$ cat src/rtl/trap_irq_arbiter.sv
module trap_irq_arbiter #(
  parameter int SI_W  = 16,
  parameter int TL_W  = 3,
  parameter int LVL_W = $clog2(SI_W)
) (
  input  logic             clk,
  input  logic             rst_n,
  input  logic             post_vld,
  input  logic [2:0]       post_idx,
  input  logic             take_req,
  input  logic             hpriv,
  input  logic             ie,
  input  logic             tlz_en,
  input  logic [TL_W-1:0]  tl,
  input  logic [SI_W-1:0]  softint,
  input  logic [LVL_W-1:0] pil,
  output logic             irq_pending,
  output logic             trap_vld,
  output logic [2:0]       trap_code,
  output logic [LVL_W-1:0] trap_lvl,
  output logic [SI_W-1:0]  lvl_clr_mask,
  output logic             post_err
);
  localparam int SRC_N = 7;
  localparam logic [2:0] S_TLZ = 3'd0, S_TICK = 3'd1, S_VEC = 3'd2, S_CPU = 3'd3,
                         S_DEV = 3'd4, S_RES = 3'd5, S_SOFT = 3'd6;

  logic [SRC_N-1:0] pend, pend_nxt;
  logic [LVL_W-1:0] lvl;
  logic [SI_W-1:0]  lvl_bit, rest;
  logic             hit, keep_soft, post_ok;
  logic [2:0]       sel;

  always_comb begin
    lvl = '0;
    for (int i = 1; i < SI_W; i++)
      if (softint[i]) lvl = LVL_W'(i);
  end

  assign lvl_bit = {{(SI_W-1){1'b0}}, 1'b1} << lvl;
  assign rest    = softint & ~lvl_bit & ~{{(SI_W-1){1'b0}}, 1'b1};

  always_comb begin
    hit = 1'b0;
    sel = S_TLZ;
    if (hpriv) begin
      if (ie) begin
        if (pend[S_TICK])     begin hit = 1'b1; sel = S_TICK; end
        else if (pend[S_VEC]) begin hit = 1'b1; sel = S_VEC;  end
      end
    end else if (pend[S_TLZ] && tlz_en && tl == '0) begin
      hit = 1'b1; sel = S_TLZ;
    end else if (pend[S_TICK]) begin
      hit = 1'b1; sel = S_TICK;
    end else if (ie) begin
      if (pend[S_CPU])                                          begin hit = 1'b1; sel = S_CPU;  end
      else if (pend[S_DEV])                                     begin hit = 1'b1; sel = S_DEV;  end
      else if (pend[S_SOFT] && lvl < LVL_W'(6) && pend[S_VEC]) begin hit = 1'b1; sel = S_VEC;  end
      else if (pend[S_SOFT] && lvl > pil)                       begin hit = 1'b1; sel = S_SOFT; end
      else if (pend[S_RES])                                     begin hit = 1'b1; sel = S_RES;  end
    end
  end

  assign trap_vld     = take_req && hit;
  assign trap_code    = trap_vld ? sel : 3'd0;
  assign trap_lvl     = (trap_vld && sel == S_SOFT) ? lvl : '0;
  assign lvl_clr_mask = (trap_vld && sel == S_SOFT) ? lvl_bit : '0;
  assign keep_soft    = sel == S_SOFT && |rest;
  assign post_ok      = post_vld && int'(post_idx) < SRC_N;
  assign irq_pending  = |pend;

  always_comb begin
    pend_nxt = pend;
    for (int i = 0; i < SRC_N; i++) begin
      if (trap_vld && sel == 3'(i) && !keep_soft) pend_nxt[i] = 1'b0;
      if (post_ok && post_idx == 3'(i))           pend_nxt[i] = 1'b1;
    end
  end

  always_ff @(posedge clk) begin
    if (!rst_n) begin
      pend     <= '0;
      post_err <= 1'b0;
    end else begin
      pend <= pend_nxt;
      if (post_vld && !post_ok) post_err <= 1'b1;
    end
  end
endmodule


$ cat config.mk
export PLATFORM = sky130hd
export DESIGN_NAME = trap_irq_arbiter
export DESIGN_NICKNAME = d
export VERILOG_FILES = /design/src/rtl/trap_irq_arbiter.sv
export SDC_FILE = /design/constraint.sdc
export NUM_CORES = 1
export LEC_CHECK = 0
export BUFFER_PORTS_ARGS = -buffer_cell sky130_fd_sc_hd__buf_2
export CORE_MARGIN = 2
export CORE_UTILIZATION = 35
export CTS_CLUSTER_SIZE = 10
export DETAILED_ROUTE_END_ITERATION = 10
export PLACE_DENSITY = 0.62
export SYNTH_ARGS = -nofsm -noshare
export SYNTH_HDL_FRONTEND = slang
export SYNTH_SLANG_ARGS = --single-unit
$ cat constraint.sdc
create_clock -name clk -period 3.2 [get_ports clk]
set_input_delay 0 -clock clk [delete_from_list [all_inputs] [get_ports clk]]
set_output_delay 0 -clock clk [all_outputs]
set_load 0.02 [all_outputs]
# --- Word level (Yosys, flattened, before mapping) ---
# Cells that the tools add are included.
op_classes:
  n_lt_le_gt_ge: 3
  n_eq_ne: 12
  shifts: 1
  mux: 56
  n_bitwise: 2
  reduce_logical: 44
op_table:
  columns: ["op", "n"]
  rows:
  - ["two-way mux 4 bit", 14]
  - ["logical AND 1 bit", 30]
  - ["two-way mux 3 bit", 10]
  - ["two-way mux 1 bit", 27]
  - ["== test 3 bit, second input constant", 6]
  - ["AND 16 bit", 1]
  - ["two-way mux 16 bit", 1]
  - ["inverter 16 bit", 1]
  - ["left shift 1 x 4 -> 16 bit, first input constant", 1]
  - ["OR reduction 15 bit", 1]
  - ["nonzero test 2 bit", 7]
  - ["== test 3 x 2 -> 1 bit, second input constant", 4]
  - ["zero test 3 bit", 3]
  - ["two-way mux 2 bit", 4]
  - ["OR reduction 7 bit", 1]
  - ["== test 3 x 1 -> 1 bit, second input constant", 2]
  - ["greater-than comparator 4 bit", 1]
  - ["< comparator 4 x 3 -> 1 bit, second input constant", 1]
  - ["< comparator 3 bit, second input constant", 1]
  - ["zero test 1 bit", 2]
word_totals:
  regBits: 8
  input_bits: 33

# --- Logic depth before layout (Yosys ltp) ---
# Gate-level depths: netlist of run 1.
logic_depth:
  depth_word: 31
  mapped_depth: 18
  depth_no_buf: 18

# --- Worst setup path before layout of run 1 ---
# No wires, ideal clock.
synth_path:
  path_kind: "input -> output"
  start: "in softint[3]"
  end: "out lvl_clr_mask[12]"
  arrival_time_ns: 3.079
  required_time_ns: 3.200
  path_slack_ns: 0.121
  stages: 17
  n_path_buf: 0
  path_cell_list: "nor2_1 a221o_1 a21o_1 nor2_1 nor2_1 nor2_1 or2_2 inv_1 ha_1 nand4_1 nand2_1 a21oi_1 nand3b_1 o2111ai_1 nor4_4 nand2_2 nor3_1"
synth_between:
  elab_chain_len: 26
  elab_cells_between_ends: 39
  classes_between: "2 x order compare; 1 x eq/ne; 1 x shift; 30 x mux; 5 x reduce/logical"
synth_lines:
  columns: ["element", "line", "rtl"]
  rows:
  - ["start: declaration", "15", "input logic [SI_W-1:0] softint,"]
  - ["two-way mux 4 bit * (13 in a row)", "37", "if (softint[i]) lvl = LVL_W'(i);"]
  - ["greater-than comparator 4 bit / < comparator 4 x 3 -> 1 bit (equally long branches)", "59, 58", null]
  - ["logical AND 1 bit, on equally long branches", "59, 58", null]
  - ["two-way mux 3 bit, or another cell as far along", "59", "else if (pend[S_SOFT] && lvl > pil) begin hit = 1'b1; sel = S_SOFT; end"]
  - ["two-way mux 3 bit / two-way mux 1 bit (equally long branches)", "58", "else if (pend[S_SOFT] && lvl < LVL_W'(6) && pend[S_VEC]) begin hit = 1'b1; sel = S_VEC; end"]
  - ["two-way mux 3 bit / two-way mux 1 bit (equally long branches)", "57", "else if (pend[S_DEV]) begin hit = 1'b1; sel = S_DEV; end"]
  - ["two-way mux 3 bit / two-way mux 1 bit (equally long branches)", "56", "if (pend[S_CPU]) begin hit = 1'b1; sel = S_CPU; end"]
  - ["two-way mux 3 bit / two-way mux 1 bit (equally long branches)", "55", "end else if (ie) begin"]
  - ["two-way mux 3 bit / two-way mux 1 bit (equally long branches)", "53", "end else if (pend[S_TICK]) begin"]
  - ["two-way mux 3 bit / two-way mux 1 bit (equally long branches)", "51", "end else if (pend[S_TLZ] && tlz_en && tl == '0) begin"]
  - ["two-way mux 3 bit / two-way mux 1 bit (equally long branches)", "46", "if (hpriv) begin"]
  - ["== test 3 bit / logical AND 1 bit (equally long branches)", "67, 64", null]
  - ["logical AND 1 bit", "67", "assign lvl_clr_mask = (trap_vld && sel == S_SOFT) ? lvl_bit : '0;"]
  - ["two-way mux 16 bit *", "67", null]
  - ["end: declaration", "21", "output logic [SI_W-1:0] lvl_clr_mask,"]
# Mark *: on every way between the ends. The rest lies on a longest branch, timed or not.

# --- Final worst setup path of run 1 ---
layout_path:
  start: "in softint[2]"
  end: "out trap_lvl[1]"
layout_between:
  elab_chain_len: 27
  elab_cells_between_ends: 39
  classes_between: "2 x order compare; 1 x eq/ne; 31 x mux; 5 x reduce/logical"
layout_lines:
  columns: ["element", "line", "rtl"]
  rows:
  - ["two-way mux 2 bit *", "37", null]
  - ["two-way mux 4 bit * (13 in a row)", "37", null]
  - ["greater-than comparator 4 bit / < comparator 4 x 3 -> 1 bit (equally long branches)", "59, 58", null]
  - ["logical AND 1 bit, on equally long branches", "59, 58", null]
  - ["two-way mux 3 bit, or another cell as far along", "59", null]
  - ["two-way mux 3 bit / two-way mux 1 bit (equally long branches)", "58", null]
  - ["two-way mux 3 bit / two-way mux 1 bit (equally long branches)", "57", null]
  - ["two-way mux 3 bit / two-way mux 1 bit (equally long branches)", "56", null]
  - ["two-way mux 3 bit / two-way mux 1 bit (equally long branches)", "55", null]
  - ["two-way mux 3 bit / two-way mux 1 bit (equally long branches)", "53", null]
  - ["two-way mux 3 bit / two-way mux 1 bit (equally long branches)", "51", null]
  - ["two-way mux 3 bit / two-way mux 1 bit (equally long branches)", "46", null]
  - ["== test 3 bit / logical AND 1 bit (equally long branches)", "66, 64", null]
  - ["logical AND 1 bit", "66", "assign trap_lvl = (trap_vld && sel == S_SOFT) ? lvl : '0;"]
  - ["two-way mux 4 bit *", "66", null]
  - ["end: declaration", "20", "output logic [LVL_W-1:0] trap_lvl,"]
# Marks and branches as above.

==> results of run 1 <==
==> sequential cells by signal, summed over array words and instances, names as in the netlist <==
signal	cells
pend	7
post_err	1
==> metal layers <==
layer | track usage, % | vias to the layer above | wire length, um
met5 | 0 | - | 0
met4 | 6.69 | 0 | 31
met3 | 1.66 | 4 | 216
met2 | 32.6 | 67 | 1930
met1 | 27.1 | 746 | 1900
li1 | - | 836 | -
==> logic make-up (layout without fill, tap and decap cells) <==
group                    after synthesis  in the layout  share of synthesized area (%)
AND/OR/NAND/NOR                      100            100                           44.2
buffers and inverters                 15             99                           4.81
adder cells (fa/ha/maj)                4              4                           4.27
flip-flops                             8              8                           13.7
AO/OA/AOI/OAI                         52             52                           33.0
==> worst paths after layout <==
| check | cells after the start | from | slack (ns) | endpoint |
|---|---|---|---|---|
| max | 20 | softint[2] | 0.19 | trap_lvl[1] |
| min | 3 | post_vld | 0.07 | pend[4] |
| max reg2reg | 8 | pend[0] | 1.14 | pend[6] |
| min reg2reg | 2 | post_err | 0.51 | post_err |
==> placed cells by master (no fill, tap or decap), types with 5 or more instances in the layout <==
master and instances:
nand2_1 17, inv_1 13, buf_2 51, buf_4 29
a21oi_1 10, nor2b_1 7, nor2_1 29, dfxtp_1 8
nor3_1 5, o21ai_0 5, nand2b_1 6
==> power by group <==
group	internal, mW	leakage [nW]	switching (mW)
clock	0.0427	0.0138	0.0314
sequential	0.103	0.0651	0.00555
combinational	0.0630	0.768	0.0737
==> critical path, stage by stage <==
cell	delay, ns
buf_2	0.10
nand2b_4	0.12
a221o_1	0.31
a21o_1	0.19
nor2_2	0.11
nor2_2	0.05
nor2_1	0.08
or2_4	0.13
inv_2	0.03
ha_2	0.15
nor2b_1	0.10
o211ai_1	0.10
a21oi_2	0.20
buf_4	0.15
nor3_1	0.05
a221o_1	0.34
buf_4	0.17
or3_4	0.35
nor2_2	0.13
buf_4	0.15
==> area by class of cell <==
type,count,area [sq um]
fillers,349,1490
multi-input cells,156,1020
repair buffers,81,484
flip-flops and latches,8,160
well taps,46,57.6
inverters,15,56.3
clock buffers,3,22.5
==> repair_timing <==
action,CTS,global route
buffers inserted,0,1
gates resized for setup,0,25
endpoints found under the setup margin,0,20
==> flow_summary.yaml, run 1 <==
die:
  initial_core_util_pct: 35.7
  io_pins: 59
  rows: 21
  coreArea_sq_mm: 0.00328
  die_y_um: 61.8
  die_w_um: 61.8
  dieArea_sq_mm: 0.00382
logic_synthesis:
  syn_area_sq_mm: 0.00117
  ys_types: 47
  ys.warnings.count: 0
  yosysMostFrequentCell: "nor2_1"
  async_flop_share_pct: 0
  synth_edf_count: 0
  ys_dominant_reg_cell: "dfxtp_1"
  syn_nets: 216
  synth_commonest_cells: "32 x nor2_1, 18 x nand2_1, 15 x inv_1"
  seq_area_frac_synth_pct: 13.7
  synth_top_cell_by_area: "dfxtp_1"
  synthTopCellsByArea: "dfxtp_1 14%, nor2_1 10%, nand2_1 5.8%, inv_1 4.8%, a21oi_1 4.7%"
  ys_ff_latch: 8
  postSynthCellCount: 179
  syn_area_per_cell_sq_um: 6.54
  yosysTopAreaCellShare_pct: 13.7
placement:
  place_area_sq_mm: 0.00169
  dpl_worst_slack_ns: 0.0149
  place.port_buffers: 57
  placed_cells_incl_taps: 305
  hpwl_um: 3200
  globalplace.congestion: 0.945
clocking:
  clk_latency_ns: 0.25
  cts_tree: "done"
  cts_sinks: 8
  clkTransAtPathRegs_ns: 0.05
  cts_root_buf: "clkbuf_4"
  cts_buffers: 3
  hold_buffers: 0
  h-tree-depth: 1
  clk_path_buf_depth: 2
sta:
  holdWs_ns: 0.0741
  hold_viol: 0
  finalWorstSetupSlack_ns: 0.191
  setup_viol: 0
  fmax_mhz: 332
  timing.final.crit_share_pct: 94.0
  layout_min_cycle_time_ns: 3.01
  slew_violations: 0
  skew_ns: 0.000911
  maxSlewHeadroom_pct: 72.0
  setup_tns_ns: 0
  tightest_slew_ns: 0.420
power_and_ir_drop:
  power_density_mw_per_mm2: 178
  total_power_uw: 320
  peakVddDrop_v: 0.000186
  p_leak_nw: 0.847
worst_setup_path:
  crit_required_ns: 3.20
  path_max_fanout: 5
  start_kind: "input pin"
  arrival_ns: 3.01
  path_class: "input pin to primary output"
  crit_path_end_kind: "primary output"
routing:
  drc: 0
  first_pass_iters: 4
  wire_per_inst_um: 13.2
  vias_per_cell: 5.35
  num_vias: 1653
  drt_iter0_drc: 49
  ant_nets: 0
  routed_wirelength_um: 4080
status:
  outcome: "finished clean"
global_route:
  grt_pass1_vias: 1361
  grt_util_all_layers_pct: 19.8
  grt_pass1_wl_um: 5820
  gr-total-overflow: 0
  antenna_found_initial: 0
  grt_max_degree: 10
finish:
  finalNetCount: 302
  final_area_sq_mm: 0.00180
  antennaDiodeCount: 0
  drive_above_1_share_pct: 41.4
  final_core_util_pct: 54.7
  area_growth_pct: 53.4
  final_cells: 309
flow_run:
  cap_violations: 0
hold_path:
  hp-class: "input pin to register"
Power figures use the tool's default switching activity.
==> run 2: changes to the inputs <==
--- a/config.mk
+++ b/config.mk
@@ -11,6 +11,8 @@
 export CTS_CLUSTER_SIZE = 10
 export DETAILED_ROUTE_END_ITERATION = 10
 export PLACE_DENSITY = 0.62
+export REMOVE_ABC_BUFFERS = 1
+export SETUP_SLACK_MARGIN = 0.02
 export SYNTH_ARGS = -nofsm -noshare
 export SYNTH_HDL_FRONTEND = slang
 export SYNTH_SLANG_ARGS = --single-unit
==> flow_summary.yaml, run 2 (synthesized netlist as in run 1, its figures left out) <==
status:
  outcome: "finished clean"
global_route:
  grt_max_degree: 10
  gr-total-overflow: 0
  antenna_found_initial: 0
  grt_pass1_wl_um: 5810
  grt_pass1_vias: 1361
  grt_util_all_layers_pct: 19.7
worst_setup_path:
  crit_required_ns: 3.20
  path_cells: "buf_6, nand2b_4, a221o_1, a21o_1, nor2_2, nor2_2, nor2_1, or2_4, inv_4, ha_4, nor2b_1, o211ai_1, a21oi_2, buf_4, nor3_2, a221o_1, buf_4, or3_4, nor2_2, buf_4"
  path_class: "input pin to primary output"
  reg2reg_from: "pend[0]"
  cpPeakStageDelay_ns: 0.34
  critPathSlowestCell: "a221o_1"
  start_kind: "input pin"
  crit_end: "trap_lvl[1]"
  reg2reg_to: "pend[6]"
  crit_path_end_kind: "primary output"
  reg2reg_slack_ns: 1.15
  worstRegToRegCells: 8
  path_max_fanout: 5
  cp-startpoint: "softint[2]"
  arrival_ns: 2.99
finish:
  largest_register_ffs: 7
  largest-register: "pend"
  final_common_cell: "buf_2"
  drive_above_1_share_pct: 41.8
  finalNetCount: 302
  final_cell_mix: "50 x buf_2, 30 x buf_4, 29 x nor2_1"
  final_area_sq_mm: 0.00182
  reg_top3: "pend: 7 flops, post_err: 1 flops"
  fillCellCount: 339
  antennaDiodeCount: 0
  area_growth_pct: 55.8
  final_core_util_pct: 55.5
clocking:
  cts_tree: "done"
  clkTransAtPathRegs_ns: 0.05
  clk_latency_ns: 0.25
  h-tree-depth: 1
  cts_root_buf: "clkbuf_4"
  clk_path_buf_depth: 2
  cts_buffers: 3
  cts_sinks: 8
power_and_ir_drop:
  p_leak_nw: 0.854
  power_density_mw_per_mm2: 177
  peakVddDrop_v: 0.000186
sta:
  tightest_slew_ns: 0.420
  setup_tns_ns: 0
  timing.final.crit_share_pct: 93.3
  layout_min_cycle_time_ns: 2.99
  fmax_mhz: 335
  rsz0062_at_grt: "no"
  maxSlewHeadroom_pct: 72.0
  setup_viol: 0
  slew_violations: 0
  hold_viol: 0
  skew_ns: 0.000778
  holdWs_ns: 0.0740
die:
  io_pins: 59
  die_w_um: 61.8
  initial_core_util_pct: 35.7
  rows: 21
  coreArea_sq_mm: 0.00328
  dieArea_sq_mm: 0.00382
  die_y_um: 61.8
placement:
  place_area_sq_mm: 0.00169
  globalplace.congestion: 0.945
  hpwl_um: 3200
  place.port_buffers: 57
flow_run:
  cap_violations: 0
routing:
  wire_per_inst_um: 13.3
  num_vias: 1660
  first_pass_iters: 4
  top_layer_used: "met4"
  drc: 0
  wl_met3_um: 194
  ant_nets: 0
  routed_wirelength_um: 4110
  routed-wl-met2_um: 1960
  drt_iter0_drc: 80
  vias_per_cell: 5.37
  met1Wirelength_um: 1930
hold_path:
  hp-class: "input pin to register"
-- run 2: cell counts in the layout (fill, tap and decap cells not counted) --
Identical to the previous run, type by type.
-- run 2: stage by stage --
step                      instances  power, mW  worst slack [ns]
after global routing            309      0.346           0.00668
final                           309      0.324             0.213
after global placement          305      0.239            0.0418
after CTS                       308      0.318            0.0328
after floorplan                 179      0.174             0.121
after detailed placement        305      0.239            0.0149
-- run 2: worst min path at each step --
stage                     cells after the start      end  slack, ns         from
after floorplan                               1  pend[1]       0.13        rst_n
after global placement                        3  pend[4]       0.32     post_vld
after detailed placement                      3  pend[6]       0.33  softint[10]
after CTS                                     3  pend[6]       0.07  softint[10]
after global routing                          3  pend[4]       0.09     post_vld
final                                         3  pend[4]       0.07     post_vld
-- run 2: report_power, final --
group / switching, mW / internal, mW
clock network: 0.0314 / 0.0427
registers: 0.00562 / 0.103
logic: 0.0758 / 0.0647
total: 0.113 / 0.211
-- run 2: cell type report --
cell class                      count  area, sq um  area share [%]
Multi-Input combinational cell    156         1040            56.9
Inverter                           15         58.8            3.22
Sequential cell                     8          160            8.78
Timing Repair Buffer               81          487            26.7
Clock buffer                        3         22.5            1.23
Tap cell                           46         57.6            3.16
-- run 2: layer usage --
layer  global-route usage [%]  vias to the layer above
li1                         -                      835
met1                     27.0                      755
met2                     32.6                       66
met3                     1.66                        4
met4                     6.69                        0
met5                        0                        -
-- run 2: critical path: cells and delay by family --
family                     cells  cell delay [ns]
AOI/OAI and AO/OA              5             1.13
and+or+nand+nor                9             1.10
buffers and inverters          5             0.61
adders and majority gates      1             0.14
-- run 2: repair_timing --
| action | 4_1_cts | 5_1_grt |
|---|---|---|
| gates resized for setup | 1 | 27 |
| hold buffers | 0 | 0 |
| buffers inserted | 0 | 1 |
| setup endpoints to repair | 1 | 20 |
| pin swaps | 0 | 6 |
